===== src/rtl/retsq_pkg.sv =====
package retsq_pkg;
  typedef enum logic [2:0] {
    TS_IDLE  = 3'd0,
    TS_RUN   = 3'd1,
    TS_ROBSQ = 3'd2,
    TS_TRAP  = 3'd3,
    TS_FTRAP = 3'd4
  } tstat_e;

  localparam int STAT_W = 3;
endpackage


===== src/rtl/retsq_trap_timer.sv =====
module retsq_trap_timer #(
  parameter int LAT_W = 8
) (
  input  logic             clk,
  input  logic             rst_n,
  input  logic             load,
  input  logic [LAT_W-1:0] latency,
  output logic             busy,
  output logic             fire
);
  logic [LAT_W-1:0] cnt_q;
  logic             busy_q;

  assign busy = busy_q;
  assign fire = busy_q && (cnt_q == '0);

  always_ff @(posedge clk) begin
    if (!rst_n) begin
      busy_q <= 1'b0;
      cnt_q  <= '0;
    end else if (fire) begin
      busy_q <= 1'b0;
    end else if (load) begin
      busy_q <= 1'b1;
      cnt_q  <= latency;
    end else if (busy_q) begin
      cnt_q  <= cnt_q - 1'b1;
    end
  end
endmodule


===== src/rtl/retsq_thread_ctrl.sv =====
module retsq_thread_ctrl
  import retsq_pkg::*;
#(
  parameter int SEQ_W = 16
) (
  input  logic             clk,
  input  logic             rst_n,
  input  logic             trap_fire,
  input  logic             trap_busy,
  input  logic             trap_req,
  input  logic             ctx_sq,
  input  logic             exe_valid,
  input  logic [SEQ_W-1:0] exe_seq,
  input  logic             exe_incl,
  input  logic             exe_mispred,
  input  logic             exe_uncond,
  input  logic             exe_taken,
  input  logic             disp_valid,
  input  logic [SEQ_W-1:0] disp_seq,
  input  logic             commit_valid,
  input  logic [SEQ_W-1:0] commit_seq,
  input  logic             head_valid,
  input  logic [SEQ_W-1:0] head_seq,
  input  logic             rob_done,
  output logic             trap_load,
  output logic [STAT_W-1:0] status,
  output logic             sq_pulse,
  output logic [SEQ_W-1:0] sq_point,
  output logic             robsq,
  output logic             mispred,
  output logic             taken,
  output logic             full
);
  tstat_e           stat_q, stat_d;
  logic [SEQ_W-1:0] youngest_q, youngest_d;
  logic [SEQ_W-1:0] lastc_q;
  logic [SEQ_W-1:0] full_pt, exe_pt;
  logic             open_state, ctx_ok, exe_ok, take_full, take_exe;

  assign open_state = (stat_q == TS_IDLE) || (stat_q == TS_RUN);
  assign trap_load  = trap_req && !trap_busy && open_state;
  assign full_pt    = head_valid ? (head_seq - 1'b1) : lastc_q;
  assign exe_pt     = exe_incl ? (exe_seq - 1'b1) : exe_seq;
  assign ctx_ok     = ctx_sq && !trap_busy && !trap_req;
  assign exe_ok     = exe_valid && (stat_q != TS_TRAP) && (exe_seq <= youngest_q);
  assign take_full  = trap_fire || (!trap_load && ctx_ok);
  assign take_exe   = !trap_fire && !trap_load && !ctx_ok && exe_ok;

  always_comb begin
    stat_d = stat_q;
    if (take_full || take_exe) begin
      stat_d = TS_ROBSQ;
    end else if (trap_load) begin
      stat_d = TS_TRAP;
    end else begin
      case (stat_q)
        TS_ROBSQ: if (rob_done)   stat_d = TS_RUN;
        TS_IDLE:  if (disp_valid) stat_d = TS_RUN;
        default:  stat_d = stat_q;
      endcase
    end
  end

  always_comb begin
    youngest_d = youngest_q;
    if (take_full)
      youngest_d = lastc_q;
    else if (take_exe)
      youngest_d = exe_pt;
    else if (disp_valid && open_state && !trap_load)
      youngest_d = disp_seq;
  end

  always_ff @(posedge clk) begin
    if (!rst_n) begin
      stat_q     <= TS_IDLE;
      youngest_q <= '0;
      lastc_q    <= '0;
      sq_pulse   <= 1'b0;
      sq_point   <= '0;
      robsq      <= 1'b0;
      mispred    <= 1'b0;
      taken      <= 1'b0;
      full       <= 1'b0;
    end else begin
      stat_q     <= stat_d;
      youngest_q <= youngest_d;
      if (commit_valid) lastc_q <= commit_seq;
      sq_pulse   <= take_full || take_exe;
      if (take_full)     sq_point <= full_pt;
      else if (take_exe) sq_point <= exe_pt;
      robsq      <= (stat_d == TS_ROBSQ);
      mispred    <= take_exe && exe_mispred;
      taken      <= take_exe && ((exe_mispred && exe_uncond) || exe_taken);
      full       <= take_full;
    end
  end

  assign status = stat_q;
endmodule


===== src/rtl/retire_squash_arbiter.sv =====
module retire_squash_arbiter
  import retsq_pkg::*;
#(
  parameter int NT    = 2,
  parameter int SEQ_W = 16,
  parameter int LAT_W = 8
) (
  input  logic                clk,
  input  logic                rst_n,
  input  logic [LAT_W-1:0]    trap_latency,
  input  logic [NT-1:0]       trap_req,
  input  logic [NT-1:0]       ctx_squash,
  input  logic [NT-1:0]       exe_valid,
  input  logic [NT*SEQ_W-1:0] exe_seq,
  input  logic [NT-1:0]       exe_incl,
  input  logic [NT-1:0]       exe_mispred,
  input  logic [NT-1:0]       exe_uncond,
  input  logic [NT-1:0]       exe_taken,
  input  logic [NT-1:0]       disp_valid,
  input  logic [NT*SEQ_W-1:0] disp_seq,
  input  logic [NT-1:0]       commit_valid,
  input  logic [NT*SEQ_W-1:0] commit_seq,
  input  logic [NT-1:0]       head_valid,
  input  logic [NT*SEQ_W-1:0] head_seq,
  input  logic [NT-1:0]       rob_done,
  output logic [NT*3-1:0]     thread_status,
  output logic [NT-1:0]       trap_inflight,
  output logic [NT-1:0]       rob_sq_valid,
  output logic [NT*SEQ_W-1:0] rob_sq_seq,
  output logic [NT-1:0]       bc_squash,
  output logic [NT-1:0]       bc_rob_squashing,
  output logic [NT*SEQ_W-1:0] bc_done_seq,
  output logic [NT-1:0]       bc_mispred,
  output logic [NT-1:0]       bc_taken,
  output logic [NT-1:0]       bc_full
);
  logic [NT-1:0] t_fire, t_busy, t_load, t_pulse;
  logic [NT*SEQ_W-1:0] t_point;

  for (genvar t = 0; t < NT; t++) begin : g_thr
    retsq_trap_timer #(.LAT_W(LAT_W)) u_timer (
      .clk     (clk),
      .rst_n   (rst_n),
      .load    (t_load[t]),
      .latency (trap_latency),
      .busy    (t_busy[t]),
      .fire    (t_fire[t])
    );

    retsq_thread_ctrl #(.SEQ_W(SEQ_W)) u_ctrl (
      .clk          (clk),
      .rst_n        (rst_n),
      .trap_fire    (t_fire[t]),
      .trap_busy    (t_busy[t]),
      .trap_req     (trap_req[t]),
      .ctx_sq       (ctx_squash[t]),
      .exe_valid    (exe_valid[t]),
      .exe_seq      (exe_seq[t*SEQ_W +: SEQ_W]),
      .exe_incl     (exe_incl[t]),
      .exe_mispred  (exe_mispred[t]),
      .exe_uncond   (exe_uncond[t]),
      .exe_taken    (exe_taken[t]),
      .disp_valid   (disp_valid[t]),
      .disp_seq     (disp_seq[t*SEQ_W +: SEQ_W]),
      .commit_valid (commit_valid[t]),
      .commit_seq   (commit_seq[t*SEQ_W +: SEQ_W]),
      .head_valid   (head_valid[t]),
      .head_seq     (head_seq[t*SEQ_W +: SEQ_W]),
      .rob_done     (rob_done[t]),
      .trap_load    (t_load[t]),
      .status       (thread_status[t*3 +: 3]),
      .sq_pulse     (t_pulse[t]),
      .sq_point     (t_point[t*SEQ_W +: SEQ_W]),
      .robsq        (bc_rob_squashing[t]),
      .mispred      (bc_mispred[t]),
      .taken        (bc_taken[t]),
      .full         (bc_full[t])
    );
  end

  assign trap_inflight = t_busy;
  assign rob_sq_valid  = t_pulse;
  assign bc_squash     = t_pulse;
  assign rob_sq_seq    = t_point;
  assign bc_done_seq   = t_point;
endmodule


===== config.mk =====
export PLATFORM = sky130hd
export DESIGN_NAME = retire_squash_arbiter
export DESIGN_NICKNAME = d
export VERILOG_FILES = /design/src/rtl/retsq_pkg.sv /design/src/rtl/retsq_trap_timer.sv /design/src/rtl/retsq_thread_ctrl.sv /design/src/rtl/retire_squash_arbiter.sv
export SDC_FILE = /design/constraint.sdc
export NUM_CORES = 1
export LEC_CHECK = 0
export BUFFER_PORTS_ARGS = -buffer_cell sky130_fd_sc_hd__buf_2
export CORE_MARGIN = 10
export CORE_UTILIZATION = 53
export CTS_CLUSTER_DIAMETER = 100
export DETAILED_ROUTE_END_ITERATION = 8
export MAX_ROUTING_LAYER = met4
export PLACE_DENSITY = 0.78
export SETUP_SLACK_MARGIN = 0.2
export SYNTH_ARGS = -nofsm -noshare
export SYNTH_HDL_FRONTEND = slang
export SYNTH_SLANG_ARGS = --single-unit

===== constraint.sdc =====
create_clock -name clk -period 3.4 [get_ports clk]
set_input_delay 0.51 -clock clk [delete_from_list [all_inputs] [get_ports clk]]
set_output_delay 0.51 -clock clk [all_outputs]
set_load 0.02 [all_outputs]

### Word-level counts from Yosys, hierarchy flattened

Index checks and enable logic that the tools add are counted.
Widths: inputs -> output; s select.

* bits of input ports: 160
* bits in registers: 130

* reduce and logical (&&, ||, !) cells: 64
* multiplexer cells: 28
* add/subtract/negate cells: 6
* bitwise logic cells: 3
* eq/ne operators: 8
* magnitude comparators: 2

Operators with widths (count)
* $mux 16: 14
* $sub 16x1->16 const B: 4
* $le 16x16->1: 2
* $logic_and 1x1->1: 32
* $mux 8: 4
* $mux 3: 8
* $logic_not 8->1: 2
* $sub 8x1->8 const B: 2
* $eq 3x2->1 const B: 4
* $pmux 3 s2: 2
* $logic_not 1->1: 10
* $logic_or 1x1->1: 8
* $reduce_bool 2->1: 4
* $eq 3x1->1 const B: 2
* $logic_not 3->1: 2
* $ne 3x2->1 const B: 2
* $reduce_bool 3->1: 2
* $reduce_and 2->1: 2
* $reduce_or 2->1: 2
* $not 1->1: 3

### Depth between registers and ports, before layout

* depth after elaboration: 10
* gate-level depth with buffers: 12
* mapped depth without buffers: 9

### Modules after synthesis

From an unflattened synthesis, not the netlist that was laid out.

* cell total of the unflattened synthesis: 1061
* area, all modules: 8645.8 µm²

Modules (own cells, without submodules)
* retsq_thread_ctrl at g_thr[1].u_ctrl: cells each 439, sequential area each 1121.1 µm², area each 3611.0 µm², times used 1
* retsq_thread_ctrl at g_thr[0].u_ctrl: cells each 444, sequential area each 1121.1 µm², area each 3580.9 µm², times used 1
* retsq_trap_timer: cells each 72, sequential area each 180.2 µm², area each 599.3 µm², times used 2
* retire_squash_arbiter: cells each 34, sequential area each 0.0 µm², area each 255.2 µm², times used 1

### Worst setup path before layout

No wires, ideal clock.

* path kind: in2reg
* start: input port exe_seq[29]
* end: register g_thr[1].u_ctrl.youngest_q[12]
* buffers on the path: 3
* data arrival time: 2.560 ns
* setup time: 0.091 ns
* stages: 11
* setup slack: 0.749 ns
* data required time: 3.309 ns
* cells stage by stage: ha_1 -> nand4_1 -> nor4_1 -> o21ai_0 -> and3_1 -> buf_2 -> o21ai_0 -> buf_2 -> buf_4 -> o211ai_1 -> a311oi_1

* word-level cells in the longest chain between the ends: 5
* elaborated cells between the ends (all ways): 6
* classes of those cells: order compare (1); mux (2); reduce/logical (3)

RTL lines
* from (decl): line retire_squash_arbiter.sv:14 `input logic [NT*SEQ_W-1:0] exe_seq,`
* $le 16x16->1 (*): line retsq_thread_ctrl.sv:45 `assign exe_ok = exe_valid && (stat_q != TS_TRAP) && (exe_seq <= youngest_q);`
* $logic_and 1x1->1 (*): line retsq_thread_ctrl.sv:45
* $logic_and 1x1->1 (*): line retsq_thread_ctrl.sv:47 `assign take_exe = !trap_fire && !trap_load && !ctx_ok && exe_ok;`
* $mux 16: line retsq_thread_ctrl.sv:68 `else if (take_exe)`
* $mux 16: line retsq_thread_ctrl.sv:66 `if (take_full)`
* to (signal assigned): line retsq_thread_ctrl.sv:87 `youngest_q <= youngest_d;`
* to (decl): line retsq_thread_ctrl.sv:35 `logic [SEQ_W-1:0] youngest_q, youngest_d;`

Every way passes the cells marked *; elsewhere a longest branch is shown, timed or not.
A chain may end at the register's enable or synchronous reset.

### Worst setup path in the final report

* start: register g_thr[0].u_ctrl.youngest_q[15]
* end: register g_thr[0].u_ctrl.sq_point[9]

* word-level cells in the longest chain between the ends: 4

RTL lines
* from (decl): line retsq_thread_ctrl.sv:35
* from (signal assigned): line retsq_thread_ctrl.sv:87
* $le 16x16->1: line retsq_thread_ctrl.sv:45
* $logic_and 1x1->1: line retsq_thread_ctrl.sv:45
* $logic_and 1x1->1: line retsq_thread_ctrl.sv:47
* $reduce_bool 2->1 (no line)
* to (signal assigned): line retsq_thread_ctrl.sv:90 `if (take_full) sq_point <= full_pt;`
* to (signal assigned): line retsq_thread_ctrl.sv:91 `else if (take_exe) sq_point <= exe_pt;`
* to (decl): line retsq_thread_ctrl.sv:28 `output logic [SEQ_W-1:0] sq_point,`

Every way passes these cells.

==> qor.txt <==
Root Buffer -> clkbuf_16
Post-synth EDFFs -> 0
initial antenna violation count -> 3
fin util -> 65.2%
Initial Util -> 54.5%
Avg WL per Cell -> 19.6 µm
DR vias/cell -> 5.94
# H-tree levels -> 4
status -> completed
Rows -> 45
Synth top area share -> 31.2%
Max clock buf depth -> 2
post-synthesis sequential area ratio -> 31.2%
clk_lat worst skew -> 0.42 ns
Hold Fails Final Rpt -> 0
Min Clock Period, post-route -> 2.83 ns
# DRC -> 0
GRT overflow -> 0
Cells after Synth -> 1055
Layout Cells excl Fill -> 1463
vias in the first global route -> 8302
distinct cell type count after synthesis -> 71
slowest stage delay, CP -> 0.59 ns
pwr/cell area -> 588 mW/mm²
first-pass GRT wire length -> 44.3 mm
vias post-DR -> 8688
half-perimeter wire length after placement -> 22.7 mm
DR iter-0 viols -> 939
setup bufs post-CTS -> 0
Die Y-Extent -> 146 µm
leakage power -> 4.40 nW
Die X -> 146 µm
post-CTS sizing -> 0
GRT Util Overall -> 26.3%
FFs w/ async S/R, synth -> 0%
commonest non-fill, non-tap cells in the layout -> buf_2 (243), dfxtp_1 (130), nor2_1 (118), nand2_1 (92), a21oi_1 (59)
peak supply drop -> 376 µV
maximum clock frequency -> 0.353 GHz
Rel. slew slack -> 47.5%
final wirelength -> 28.6 mm
critical path arrival -> 3.18 ns
Total Neg Setup Slack -> 0 ns
Area contributors post-synth -> dfxtp_1 (31%), ha_1 (5.7%), nor2_1 (5.3%), mux2i_1 (4.8%), buf_4 (4.3%)
crit path max-delay cell type -> a21oi_2
clock sink total -> 130
CP Cell Sequence -> inv_1 -> ha_1 -> nand4_1 -> a2111o_1 -> a31o_2 -> a21oi_2 -> buf_4 -> a32oi_1 -> o21ai_0
Reg clk slew, reported paths -> 0.06 ns
largest area contributor in the netlist -> dfxtp_1
Worst Hold Class -> input port to flip-flop
Slew @ Worst Pin -> 0.781 ns
final worst-path cycle share -> 83.3%
layout cells sized above 1 -> 24.7%
commonest non-fill, non-tap cell in the layout -> buf_2
max_cap viols -> 0
number of I/O port buffers -> 243
Total Nets Final -> 1433
CP Class -> flip-flop to flip-flop
largest net degree at the start of global routing -> 41
Synth Warn # -> 0
crit end category -> flip-flop
io pins -> 244
# setup viols final -> 0
reg2reg setup slack -> 0.57 ns
Inst Count DP -> 1427
core area -> 0.0153 mm²
CTS tree -> done
post-route ant nets -> 0
syn_nets -> 1253
Max FO, Critical Path -> 15
TritonCTS Buffers -> 17
gpl congestion -> 0.966
Syn Area/Cell -> 7.91 µm²
synth-to-layout area growth -> 19.7%
hold-fix buffer count after cts -> 0
Mapped Area -> 0.00835 mm²
Worst Setup Start Kind -> flip-flop
#FFs+latches synth -> 130
die area -> 0.0212 mm²
1st-pass router iterations -> 5
Final Max Slew Viols -> 0
Most used DFF post-synth -> dfxtp_1
Worst EP required -> 3.75 ns
Worst Clk Skew -> 0.00988 ns
RSZ-0062 raised after global routing -> no
[worst paths after layout]
kind | startpoint | endpoint | depth (start not counted)
max | g_thr[0].u_ctrl.youngest_q[15]$_SDFFE_PN0P_ | g_thr[0].u_ctrl.sq_point[9]$_SDFFE_PN0P_ | 9
min | commit_seq[6] | g_thr[0].u_ctrl.lastc_q[6]$_SDFFE_PN0P_ | 3
max reg2reg | g_thr[0].u_ctrl.youngest_q[15]$_SDFFE_PN0P_ | g_thr[0].u_ctrl.sq_point[9]$_SDFFE_PN0P_ | 9
min reg2reg | g_thr[0].u_ctrl.sq_point[15]$_SDFFE_PN0P_ | g_thr[0].u_ctrl.sq_point[15]$_SDFFE_PN0P_ | 2
[layer usage]
layer	GRT usage [%]	up-vias	part of all wire (%)
met3	6.43	56	8.2
li1	-	4169	-
met1	31.8	4002	42
met2	42.3	461	48
met4	8.04	0	2.2
met5	-	-	0
[report_power, final]
part | internal [mW] | switching (mW)
registers | 1.78 | 0.218
clock network | 1.18 | 0.688
logic | 0.755 | 1.26
[worst max-delay path, delay by kind of cell, from the launching register on]
kind            cells  cell delay (ns)
flops               1             0.39
simple gates        1             0.16
buf+inv             2             0.34
compound gates      5             1.56
fa+ha+maj           1             0.31
[synth_stat cells, drive strengths merged (4+ instances only)]
| cell type | number |
|---|---|
| nor4 | 18 |
| nand2 | 94 |
| o221ai | 8 |
| or4 | 7 |
| a32oi | 4 |
| nand3 | 23 |
| a221o | 4 |
| and3 | 17 |
| a221oi | 13 |
| nor3b | 6 |
| a21oi | 60 |
| inv | 51 |
| clkbuf | 36 |
| o31ai | 8 |
| a311oi | 7 |
| o211ai | 20 |
| o2111ai | 5 |
| nor2 | 119 |
| dfxtp | 130 |
| nand4 | 11 |
| nand2b | 14 |
| o21ai | 56 |
| or3 | 12 |
| ha | 38 |
| nor4b | 4 |
| a31oi | 20 |
| nand3b | 4 |
| a211oi | 12 |
| o22ai | 10 |
| xnor2 | 26 |
| a22oi | 4 |
| xor2 | 30 |
| o32ai | 4 |
| nor3 | 38 |
| mux2i | 40 |
| buf | 64 |
[registers in the layout, indices dropped and copies added, names as in the netlist]
name	cells
g_thr.u_ctrl.full	2
g_thr.u_ctrl.lastc_q	32
g_thr.u_ctrl.mispred	2
g_thr.u_ctrl.robsq	2
g_thr.u_ctrl.sq_point	32
g_thr.u_ctrl.sq_pulse	2
g_thr.u_ctrl.status	6
g_thr.u_ctrl.taken	2
g_thr.u_ctrl.youngest_q	32
g_thr.u_timer.busy	2
g_thr.u_timer.cnt_q	16
[stage by stage]
| step | hold WS, ns | instance area [µm²] | power [mW] | worst slack (ns) |
|---|---|---|---|---|
| 2_1_floorplan | 0.446 | 8350 | 3.44 | 0.749 |
| 3_3_place_gp | 0.459 | 9380 | 3.98 | 0.479 |
| 3_5_place_dp | 0.459 | 9380 | 4.01 | 0.342 |
| 4_1_cts | 0.310 | 9980 | 5.87 | 0.602 |
| 5_1_grt | 0.325 | 9990 | 6.20 | 0.336 |
| 6_report | 0.324 | 9990 | 5.88 | 0.567 |
[kinds of logic after synthesis]
group | after synthesis | share of synthesized area (%)
AO/OA/AOI/OAI | 260 | 21.1
XOR/XNOR | 56 | 5.88
adder cells (fa/ha/maj) | 38 | 5.70
buffers and inverters | 151 | 9.40
flip-flops | 130 | 31.2
multiplexers | 41 | 4.93
AND/OR/NAND/NOR | 379 | 21.8
[final cells by class]
class / count / area [µm²]
clock inverters: 7 / 97.6
fillers: 1407 / 5330
multi-input cells: 774 / 4970
flip-flops and latches: 130 / 2600
diodes: 4 / 10.0
well taps: 211 / 264
clock buffers: 25 / 505
inverters: 51 / 191
repair buffers: 261 / 1350
(Power assumes the default switching activity.)
